$ cat src/rtl/dsi_vseq_pkg.sv
package dsi_vseq_pkg;

    // Configuration field widths
    localparam int HB_W   = 16;
    localparam int VSA_W  = 10;
    localparam int VP_W   = 11;
    localparam int RES_W  = 11;
    localparam int WC_W   = 16;
    localparam int VC_W   = 2;
    localparam int DT_W   = 6;
    localparam int LINE_W = VP_W + 2;   // holds VSA+VBP+VACT+VFP
    localparam int NUM_STEPS = 8;

    // Packet type codes (lower six bits of the identifier)
    localparam logic [DT_W-1:0] DT_VSS   = 6'h01;
    localparam logic [DT_W-1:0] DT_VSE   = 6'h11;
    localparam logic [DT_W-1:0] DT_HSS   = 6'h21;
    localparam logic [DT_W-1:0] DT_HSE   = 6'h31;
    localparam logic [DT_W-1:0] DT_EOT   = 6'h08;
    localparam logic [DT_W-1:0] DT_NULL  = 6'h09;
    localparam logic [DT_W-1:0] DT_BLANK = 6'h19;

    typedef enum logic [1:0] {
        LN_VSYNC  = 2'd0,
        LN_VBACK  = 2'd1,
        LN_ACTIVE = 2'd2,
        LN_VFRONT = 2'd3
    } line_kind_e;

    // Slot order within a line; the index order is the transmit order
    typedef enum logic [2:0] {
        STP_START = 3'd0,
        STP_HSA   = 3'd1,
        STP_HEND  = 3'd2,
        STP_HBP   = 3'd3,
        STP_PIX   = 3'd4,
        STP_NULL  = 3'd5,
        STP_HFP   = 3'd6,
        STP_EOT   = 3'd7
    } step_e;

    typedef struct packed {
        logic [VC_W-1:0] vc;
        logic [1:0]      fmt;
        logic            sync_pulse;
        logic            burst;
        logic            hse;
        logic            skip_hsa;
        logic            skip_hbp;
        logic            skip_hfp;
        logic            eot_off;
        logic [HB_W-1:0] hsa;
        logic [HB_W-1:0] hbp;
        logic [HB_W-1:0] hfp;
        logic [HB_W-1:0] hpad;
        logic [RES_W-1:0] hact;
    } hcfg_t;

    typedef struct packed {
        logic             auto_vert;
        logic [VSA_W-1:0] vsa;
        logic [VP_W-1:0]  vbp;
        logic [VP_W-1:0]  vfp;
        logic [RES_W-1:0] vact;
    } vcfg_t;

    typedef struct packed {
        logic [VC_W+DT_W-1:0] di;
        logic [WC_W-1:0]      wc;
        logic                 pix;
    } pkt_desc_t;

    // Region bytes minus header/checksum overhead, floored at zero
    function automatic logic [WC_W-1:0] blank_wc(input logic [HB_W-1:0] bytes);
        if (bytes > HB_W'(6))
            return WC_W'(bytes - HB_W'(6));
        return '0;
    endfunction

    function automatic logic [DT_W-1:0] pix_dt(input logic [1:0] fmt);
        case (fmt)
            2'd0:    return 6'h0E;
            2'd1:    return 6'h1E;
            2'd2:    return 6'h2E;
            default: return 6'h3E;
        endcase
    endfunction

    function automatic logic [WC_W-1:0] pix_wc(input logic [1:0] fmt,
                                                input logic [RES_W-1:0] hact);
        localparam int N_W = WC_W + 4;
        logic [N_W-1:0] n;
        n = N_W'(hact);
        case (fmt)
            2'd0:    n = n + n;
            2'd1:    n = ((n << 3) + n + N_W'(3)) >> 2;
            default: n = (n << 1) + n;
        endcase
        return n[WC_W-1:0];
    endfunction

endpackage

$ cat src/rtl/dsi_vseq_lines.sv
module dsi_vseq_lines
    import dsi_vseq_pkg::*;
(
    input  logic       clk,
    input  logic       rst,
    input  logic       run,
    input  logic       advance,
    input  vcfg_t      vcfg,
    output line_kind_e kind,
    output logic       frame_start,
    output logic       vse_line
);

    logic [LINE_W-1:0] line_q;
    logic [LINE_W-1:0] b_sync, b_back, b_act, total;
    logic              last_line;

    always_comb begin
        b_sync = vcfg.auto_vert ? '0 : LINE_W'(vcfg.vsa);
        b_back = b_sync + (vcfg.auto_vert ? '0 : LINE_W'(vcfg.vbp));
        b_act  = b_back + LINE_W'(vcfg.vact);
        total  = b_act + LINE_W'(vcfg.vfp);
    end

    always_comb begin
        if (line_q < b_sync)      kind = LN_VSYNC;
        else if (line_q < b_back) kind = LN_VBACK;
        else if (line_q < b_act)  kind = LN_ACTIVE;
        else                      kind = LN_VFRONT;
    end

    assign last_line   = ((line_q + 1'b1) >= total);
    assign frame_start = (line_q == '0);
    assign vse_line    = !vcfg.auto_vert && (line_q == b_sync);

    always_ff @(posedge clk) begin
        if (rst || !run)
            line_q <= '0;
        else if (advance)
            line_q <= last_line ? '0 : line_q + 1'b1;
    end

    // the line index never leaves the programmed frame
    p_line_bounded_r3: assert property (@(posedge clk) disable iff (rst)
        (run && total != '0) |-> (line_q < total));

endmodule

$ cat src/rtl/dsi_vseq_plan.sv
module dsi_vseq_plan
    import dsi_vseq_pkg::*;
(
    input  hcfg_t                  hcfg,
    input  line_kind_e             kind,
    input  logic                   frame_start,
    input  logic                   vse_line,
    input  step_e                  step,
    output logic [NUM_STEPS-1:0]   mask,
    output pkt_desc_t              desc
);

    logic            act;
    logic [DT_W-1:0] dt;

    assign act = (kind == LN_ACTIVE);

    // Which slots exist on the current line
    always_comb begin
        mask            = '0;
        mask[STP_START] = 1'b1;
        mask[STP_HSA]   = act && hcfg.sync_pulse && !hcfg.skip_hsa;
        mask[STP_HEND]  = hcfg.sync_pulse && (act || hcfg.hse);
        mask[STP_HBP]   = act && !hcfg.skip_hbp;
        mask[STP_PIX]   = act;
        mask[STP_NULL]  = act && !hcfg.burst;
        mask[STP_HFP]   = act && !hcfg.skip_hfp;
        mask[STP_EOT]   = !hcfg.eot_off;
    end

    // Descriptor for the current slot
    always_comb begin
        dt       = DT_HSS;
        desc.wc  = '0;
        desc.pix = 1'b0;
        case (step)
            STP_START: begin
                if (frame_start)   dt = DT_VSS;
                else if (vse_line) dt = DT_VSE;
                else               dt = DT_HSS;
            end
            STP_HSA: begin
                dt      = DT_BLANK;
                desc.wc = blank_wc(hcfg.hsa);
            end
            STP_HEND: dt = DT_HSE;
            STP_HBP: begin
                dt      = DT_BLANK;
                desc.wc = blank_wc(hcfg.hbp);
            end
            STP_PIX: begin
                dt       = pix_dt(hcfg.fmt);
                desc.wc  = pix_wc(hcfg.fmt, hcfg.hact);
                desc.pix = 1'b1;
            end
            STP_NULL: begin
                dt      = DT_NULL;
                desc.wc = blank_wc(hcfg.hpad);
            end
            STP_HFP: begin
                dt      = DT_BLANK;
                desc.wc = blank_wc(hcfg.hfp);
            end
            STP_EOT: dt = DT_EOT;
            default: dt = DT_HSS;
        endcase
        desc.di = {hcfg.vc, dt};
    end

endmodule

$ cat src/rtl/dsi_vseq_step.sv
module dsi_vseq_step
    import dsi_vseq_pkg::*;
(
    input  logic                 clk,
    input  logic                 rst,
    input  logic                 run,
    input  logic                 fire,
    input  logic [NUM_STEPS-1:0] mask,
    output step_e                step,
    output logic                 line_done
);

    step_e step_q;
    step_e nxt_step;
    logic  nxt_found;

    // Lowest enabled slot above the current one
    always_comb begin
        nxt_found = 1'b0;
        nxt_step  = STP_START;
        for (int i = NUM_STEPS - 1; i >= 0; i--) begin
            if (i > int'(step_q) && mask[i]) begin
                nxt_found = 1'b1;
                nxt_step  = step_e'(3'(i));
            end
        end
    end

    assign line_done = fire && !nxt_found;
    assign step      = step_q;

    always_ff @(posedge clk) begin
        if (rst || !run)
            step_q <= STP_START;
        else if (fire)
            step_q <= nxt_found ? nxt_step : STP_START;
    end

    // the slot being offered is always one the planner enabled
    p_step_enabled_r5: assert property (@(posedge clk) disable iff (rst)
        run |-> mask[step_q]);

    // without a transfer the slot does not move
    p_step_hold_r13: assert property (@(posedge clk) disable iff (rst)
        (run && !fire) |=> (!run || $stable(step_q)));

endmodule

$ cat src/rtl/dsi_vid_pkt_seq.sv
module dsi_vid_pkt_seq
    import dsi_vseq_pkg::*;
(
    input  logic        clk,
    input  logic        rst,
    input  logic        en,
    input  logic [1:0]  cfg_vc,
    input  logic [1:0]  cfg_fmt,
    input  logic        cfg_sync_pulse,
    input  logic        cfg_burst,
    input  logic        cfg_hse,
    input  logic        cfg_skip_hsa,
    input  logic        cfg_skip_hbp,
    input  logic        cfg_skip_hfp,
    input  logic        cfg_eot_off,
    input  logic        cfg_auto_vert,
    input  logic [15:0] cfg_hsa,
    input  logic [15:0] cfg_hbp,
    input  logic [15:0] cfg_hfp,
    input  logic [15:0] cfg_hpad,
    input  logic [10:0] cfg_hact,
    input  logic [9:0]  cfg_vsa,
    input  logic [10:0] cfg_vbp,
    input  logic [10:0] cfg_vfp,
    input  logic [10:0] cfg_vact,
    output logic        pkt_valid,
    input  logic        pkt_ready,
    output logic [7:0]  pkt_di,
    output logic [15:0] pkt_wc,
    output logic        pkt_pix
);

    hcfg_t                hcfg;
    vcfg_t                vcfg;
    pkt_desc_t            desc;
    line_kind_e           kind;
    step_e                step;
    logic [NUM_STEPS-1:0] mask;
    logic                 run_q, fire, line_done, frame_start, vse_line;

    assign hcfg = '{vc: cfg_vc, fmt: cfg_fmt, sync_pulse: cfg_sync_pulse,
                    burst: cfg_burst, hse: cfg_hse, skip_hsa: cfg_skip_hsa,
                    skip_hbp: cfg_skip_hbp, skip_hfp: cfg_skip_hfp,
                    eot_off: cfg_eot_off, hsa: cfg_hsa, hbp: cfg_hbp,
                    hfp: cfg_hfp, hpad: cfg_hpad, hact: cfg_hact};
    assign vcfg = '{auto_vert: cfg_auto_vert, vsa: cfg_vsa, vbp: cfg_vbp,
                    vfp: cfg_vfp, vact: cfg_vact};

    always_ff @(posedge clk) begin
        if (rst) run_q <= 1'b0;
        else     run_q <= en;
    end

    assign fire = run_q && pkt_ready;

    dsi_vseq_lines u_lines (
        .clk         (clk),
        .rst         (rst),
        .run         (run_q),
        .advance     (line_done),
        .vcfg        (vcfg),
        .kind        (kind),
        .frame_start (frame_start),
        .vse_line    (vse_line)
    );

    dsi_vseq_step u_step (
        .clk       (clk),
        .rst       (rst),
        .run       (run_q),
        .fire      (fire),
        .mask      (mask),
        .step      (step),
        .line_done (line_done)
    );

    dsi_vseq_plan u_plan (
        .hcfg        (hcfg),
        .kind        (kind),
        .frame_start (frame_start),
        .vse_line    (vse_line),
        .step        (step),
        .mask        (mask),
        .desc        (desc)
    );

    assign pkt_valid = run_q;
    assign pkt_di    = desc.di;
    assign pkt_wc    = desc.wc;
    assign pkt_pix   = desc.pix;

    // a (re)started stream opens with VSYNC start
    p_open_vss_r1: assert property (@(posedge clk) disable iff (rst)
        $rose(pkt_valid) |-> (pkt_di[5:0] == DT_VSS));

    // a stalled descriptor stays put
    p_stall_stable_r13: assert property (@(posedge clk) disable iff (rst)
        (pkt_valid && !pkt_ready && en) |=>
            (pkt_valid && $stable(pkt_di) && $stable(pkt_wc) && $stable(pkt_pix)));

    // channel bits follow the configuration
    p_vc_field_r12: assert property (@(posedge clk) disable iff (rst)
        pkt_valid |-> (pkt_di[7:6] == cfg_vc));

    // no end-of-transmission packet when suppressed
    p_no_eot_r11: assert property (@(posedge clk) disable iff (rst)
        (pkt_valid && cfg_eot_off) |-> (pkt_di[5:0] != DT_EOT));

    // burst mode never pads with null packets
    p_no_null_r8: assert property (@(posedge clk) disable iff (rst)
        (pkt_valid && cfg_burst) |-> (pkt_di[5:0] != DT_NULL));

    // sync-event mode never sends HSYNC end
    p_event_no_hse_r5: assert property (@(posedge clk) disable iff (rst)
        (pkt_valid && !cfg_sync_pulse) |-> (pkt_di[5:0] != DT_HSE));

    // the pixel flag only rides on pixel packets
    p_pix_type_r10: assert property (@(posedge clk) disable iff (rst)
        (pkt_valid && pkt_pix) |-> (pkt_di[3:0] == 4'hE));

endmodule

$ cat config.mk
export PLATFORM = sky130hd
export DESIGN_NAME = dsi_vid_pkt_seq
export DESIGN_NICKNAME = d
export VERILOG_FILES = /design/src/rtl/dsi_vseq_pkg.sv /design/src/rtl/dsi_vseq_lines.sv /design/src/rtl/dsi_vseq_plan.sv /design/src/rtl/dsi_vseq_step.sv /design/src/rtl/dsi_vid_pkt_seq.sv
export SDC_FILE = /design/constraint.sdc
export NUM_CORES = 1
export LEC_CHECK = 0
export ABC_AREA = 1
export CORE_MARGIN = 2
export CORE_UTILIZATION = 56
export DETAILED_ROUTE_END_ITERATION = 7
export PLACE_DENSITY = 0.89
export SYNTH_ARGS = -nofsm -noshare
export SYNTH_HDL_FRONTEND = slang
export SYNTH_SLANG_ARGS = --single-unit
$ cat constraint.sdc
create_clock -name clk -period 13.95 [get_ports clk]
set_input_delay 1.395 -clock clk [delete_from_list [all_inputs] [get_ports clk]]
set_output_delay 1.395 -clock clk [all_outputs]
set_load 0.1 [all_outputs]
==> results.md <==
Pwr:
- The switching power total is 0.233 mW.
- The internal portion of the total power is 0.236 mW.
- The part of the total power dissipated in sequential elements is 10.5%.
- The clock network fraction of design power is 12.3%.
- The switching part of the total is 49.6%.
- IR analysis of the VDD net gives a maximum drop of 0.0706 mV.
- Dividing total power by cell area gives a power density of 56.7 nW/um2.
- The static leakage is 4.04 nW.
- Combinational logic is responsible for 77.2% of the overall power.

Place:
- Routability-driven placement finished with a final weighted congestion of 1.02.
- After legalization and detailed placement, the total HPWL measured 18.3 mm.
- The placement-stage worst setup slack is 5.98 ns.
- The number of port buffers is 155.

Synth:
- After synthesis the netlist holds a flip-flop and latch count of 17.
- Summing the areas of all compound-gate instances in the mapped netlist gives 19.0% of the synthesized area.
- Of the total synthesized cell area, the portion taken by full adders, half adders and majority gates is 21.8%.
- The sequential area share after synthesis is 5.20%.
- By area the synthesized netlist is led by ha_1 20%, nand2_1 12%, inv_1 9.6%.
- By count the netlist is led by 204 x nand2_1, 167 x inv_1, 106 x ha_1, 106 x nor2_1, 98 x a21oi_1.
- Multiplexer cells account for 0% of the synthesized area.
- The number of unique standard cell types used by synthesis is 51.
- The cell taking the most area after synthesis is ha_1.
- In the synthesized netlist the async set-or-reset flop fraction comes to 0%.
- The number of enable flip-flop cells after synthesis is 0.
- The synthesized-area fraction occupied by and/or/nand/nor cells is 29.2%.
- The post-synthesis share of cell area spent on xor and xnor gates is 13.5%.
- The number of nets produced by synthesis is 1317.
- The synthesized cell area is 6540 um2.
- The most common cell in the synthesized netlist is nand2_1.
- The number of standard cells after synthesis is 1072.
- By area, the combinational part of the netlist is dominated by simple AND/OR/NAND/NOR gates.
- The top cell type by area accounts for 20.3% of the synthesized area.
- The synthesized area divided by synthesized cell count is 6.10 um2.
- Among all flip-flop cells after synthesis, the most frequent one is dfxtp_1.
- The synthesis warning total is 0.

Floorplanning:
- The placeable core area is 11400 um2.
- The placement row count is 39.
- The die extent in y is 112 um.
- For this configuration, the core starts out at a cell density of 57.3%.
- The I/O pin count is 160.
- The die span in x is 112 um.
- The floorplan step defined a die boundary enclosing 12600 um2.

Timing:
- The hold violation count in the final report came to 0.
- Setup repair after global routing left no endpoint under its margin.
- Setup violations remaining at the end of the flow were counted as 0.
- The achievable frequency is 127 MHz.
- Clock skew on the completed layout was measured at 0.00236 ns.
- The transition time of the tightest slew-check pin is 1.05 ns.
- The max-slew violation count was 0.
- The time the worst path needs with I/O delays and setup is 7.90 ns.
- In the post-route analysis, the smallest setup slack over all paths is 6.05 ns.
- The final clock period utilization by the worst path is 56.7%.
- The worst max-slew margin expressed relative to the limit is 30.0%.
- The setup TNS after final layout is 0 ns.

CTS:
- The cell at the root of the clock tree is clkbuf_16.
- CTS built an H-tree with a depth of 1.
- The clock passes through at most 2 buffers.
- The total CTS buffers is 3.
- Buffers added to address setup during post-CTS repair amount to 0.
- TritonCTS built the clock tree.
- The clock-pin slew reported for the worst setup and hold paths after clock tree synthesis is 0.05 ns.
- The quantity of gates resized following cts is 0.
- The worst-skew pair later-pin latency is 0.25 ns.
- The number of sinks driven by the clock tree is 17.
- Hold repair after CTS inserted 0 buffers.

Setup path:
- STA classifies the critical path endpoint as a flop.
- The stage delay of the slowest cell on the critical path is 0.78 ns.
- Along the worst path, the maximum fanout reaches 13.
- Data on the critical path arrives at its endpoint at 8.08 ns.
- The data required time of the critical path is 14.13 ns.
- The critical path's most frequent cell is nand2_1.
- The number of stages on the worst setup path is 36.
- The worst setup path category is input pin to flop.
- The slowest stage of the critical path is the a31oi_1 cell.
- The cell family contributing the most delay on the critical path is compound AO/OA/AOI/OAI gates.
- The worst register-to-register path has a setup slack of 9.97 ns.
- The kind of start point of the critical path is an input pin.
- Measured in cells, the most critical reg-to-reg path has a length of 17.
- The critical path contains buffers and inverters numbering 7 combined.

Detailed routing:
- The violation count after the first detailed-route iteration is 618.
- The post-detailed-route wirelength per cell is 15.8 um.
- The first detailed-routing pass ran for 5 iterations.
- The count of nets left with antenna violations once routing finished came out at 0.
- The number of vias per cell after detailed routing is 5.77.
- Wires add up to 21.5 mm.
- After detailed routing, the number of remaining DRC violations is 0.
- The routed layout has 7842 vias.

Global route:
- The maximum number of pins on one net before global-route repair is 18.
- The total overflow left after global routing is 0.
- The number of global-route vias before repair is 7583.
- Global routing used 33.2% of the available tracks across all layers.
- The met1 track demand over resource in global routing is 39.8%.
- The number of antenna violations at the first check in global routing came to 0.
- For this run, global-route usage on met3 was measured as 4.59%.
- The layer flagged by global routing as most heavily used is met2.
- The global-route wire length before repair is 34.8 mm.
- The met2 usage in global routing is 58.7%.

Final layout:
- The fraction of layout cells with a size suffix above 1 is 2.47%.
- The repair_antennas step left the layout with diodes totalling 0.
- Relative to the synthesized area, the layout overhead comes to 26.6%.
- The final layout net count is 1462.

Outcome:
- The flow ran to the end, and the final reports show no timing, DRC or antenna violations.

Job:
- The number of maximum-capacitance constraint violations is 0.

Min path:
- The path class of the tightest hold or removal check is flop to flop.
- The hold path depth is 2.
-- per-stage QoR --
step	instances	utilization (%)	hold slack, ns	power (mW)	instance area [um2]
2_1_floorplan	1072	-	0.475	0.297	6540
3_3_place_gp	1355	71.8	0.503	0.394	8200
3_5_place_dp	1355	71.8	0.503	0.406	8200
4_1_cts	1359	72.5	0.511	0.465	8280
5_1_grt	1359	72.5	0.531	0.511	8280
6_report	1359	72.5	0.514	0.469	8280
-- kinds of logic after synthesis --
group                      after synthesis
adders and majority gates              111
AOI/OAI and AO/OA                      208
buffers and inverters                  190
xor gates and xnor gates               101
DFF                                     17
and+or+nand+nor                        445
-- power groups by stage --
stage	combinational, mW	sequential [mW]	clock [mW]
final	0.362	0.0494	0.0578
after global routing	0.403	0.0494	0.0594
after CTS	0.358	0.0494	0.0576
after detailed placement	0.356	0.0504	0
after global placement	0.344	0.0504	0
after floorplan	0.246	0.0512	0
-- area by class of cell --
cell class	count	area, um2
Multi-Input combinational cell	865	5460
Fill cell	990	3140
Timing Repair Buffer	156	1560
Inverter	174	654
Sequential cell	17	340
Tap cell	143	179
Clock buffer	3	75.1
Clock inverter	1	5.00
-- worst paths after layout --
kind	start	endpoint
min reg2reg	u_lines.line_q[11]$_SDFFE_PP0P_	u_lines.line_q[11]$_SDFFE_PP0P_
min	u_lines.line_q[11]$_SDFFE_PP0P_	u_lines.line_q[11]$_SDFFE_PP0P_
max	cfg_auto_vert	u_lines.line_q[8]$_SDFFE_PP0P_
max reg2reg	u_lines.line_q[1]$_SDFFE_PP0P_	u_lines.line_q[8]$_SDFFE_PP0P_
-- state kept, by name (all words and copies together), names as in the netlist --
register / cells
u_lines.line_q: 13
u_step.step: 3
pkt_valid: 1
-- tightest hold or removal path: stages, from the launching register on --
cell     delay (ns)
dfxtp_1        0.34
nand2_1        0.07
a21oi_1        0.06
-- cell usage in the layout (no fill, tap or decap), types with 3 or more instances in the layout --
cell type,n
a221oi_1,6
a21o_1,7
fa_1,5
nor2_2,6
o211ai_1,12
ha_1,106
nand3_1,61
nor4_1,4
a21oi_1,98
dfxtp_1,17
a31oi_1,4
a22oi_1,3
nand2_1,204
or2_2,4
nor3_1,37
nand2_2,3
xnor2_1,33
o22ai_1,6
nand4_1,11
inv_1,167
clkdlybuf4s50_1,155
o21bai_1,9
o221ai_1,3
inv_2,5
xor2_1,68
nor2_1,106
o21ai_0,39
clkbuf_16,3
o2111ai_1,7
-- routing by layer --
metal	routed length [um]	up-vias
met4	1050	0
met2	9960	402
met1	8710	3491
met3	1810	80
met5	0	-
li1	-	3869
(Power assumes the default switching activity.)
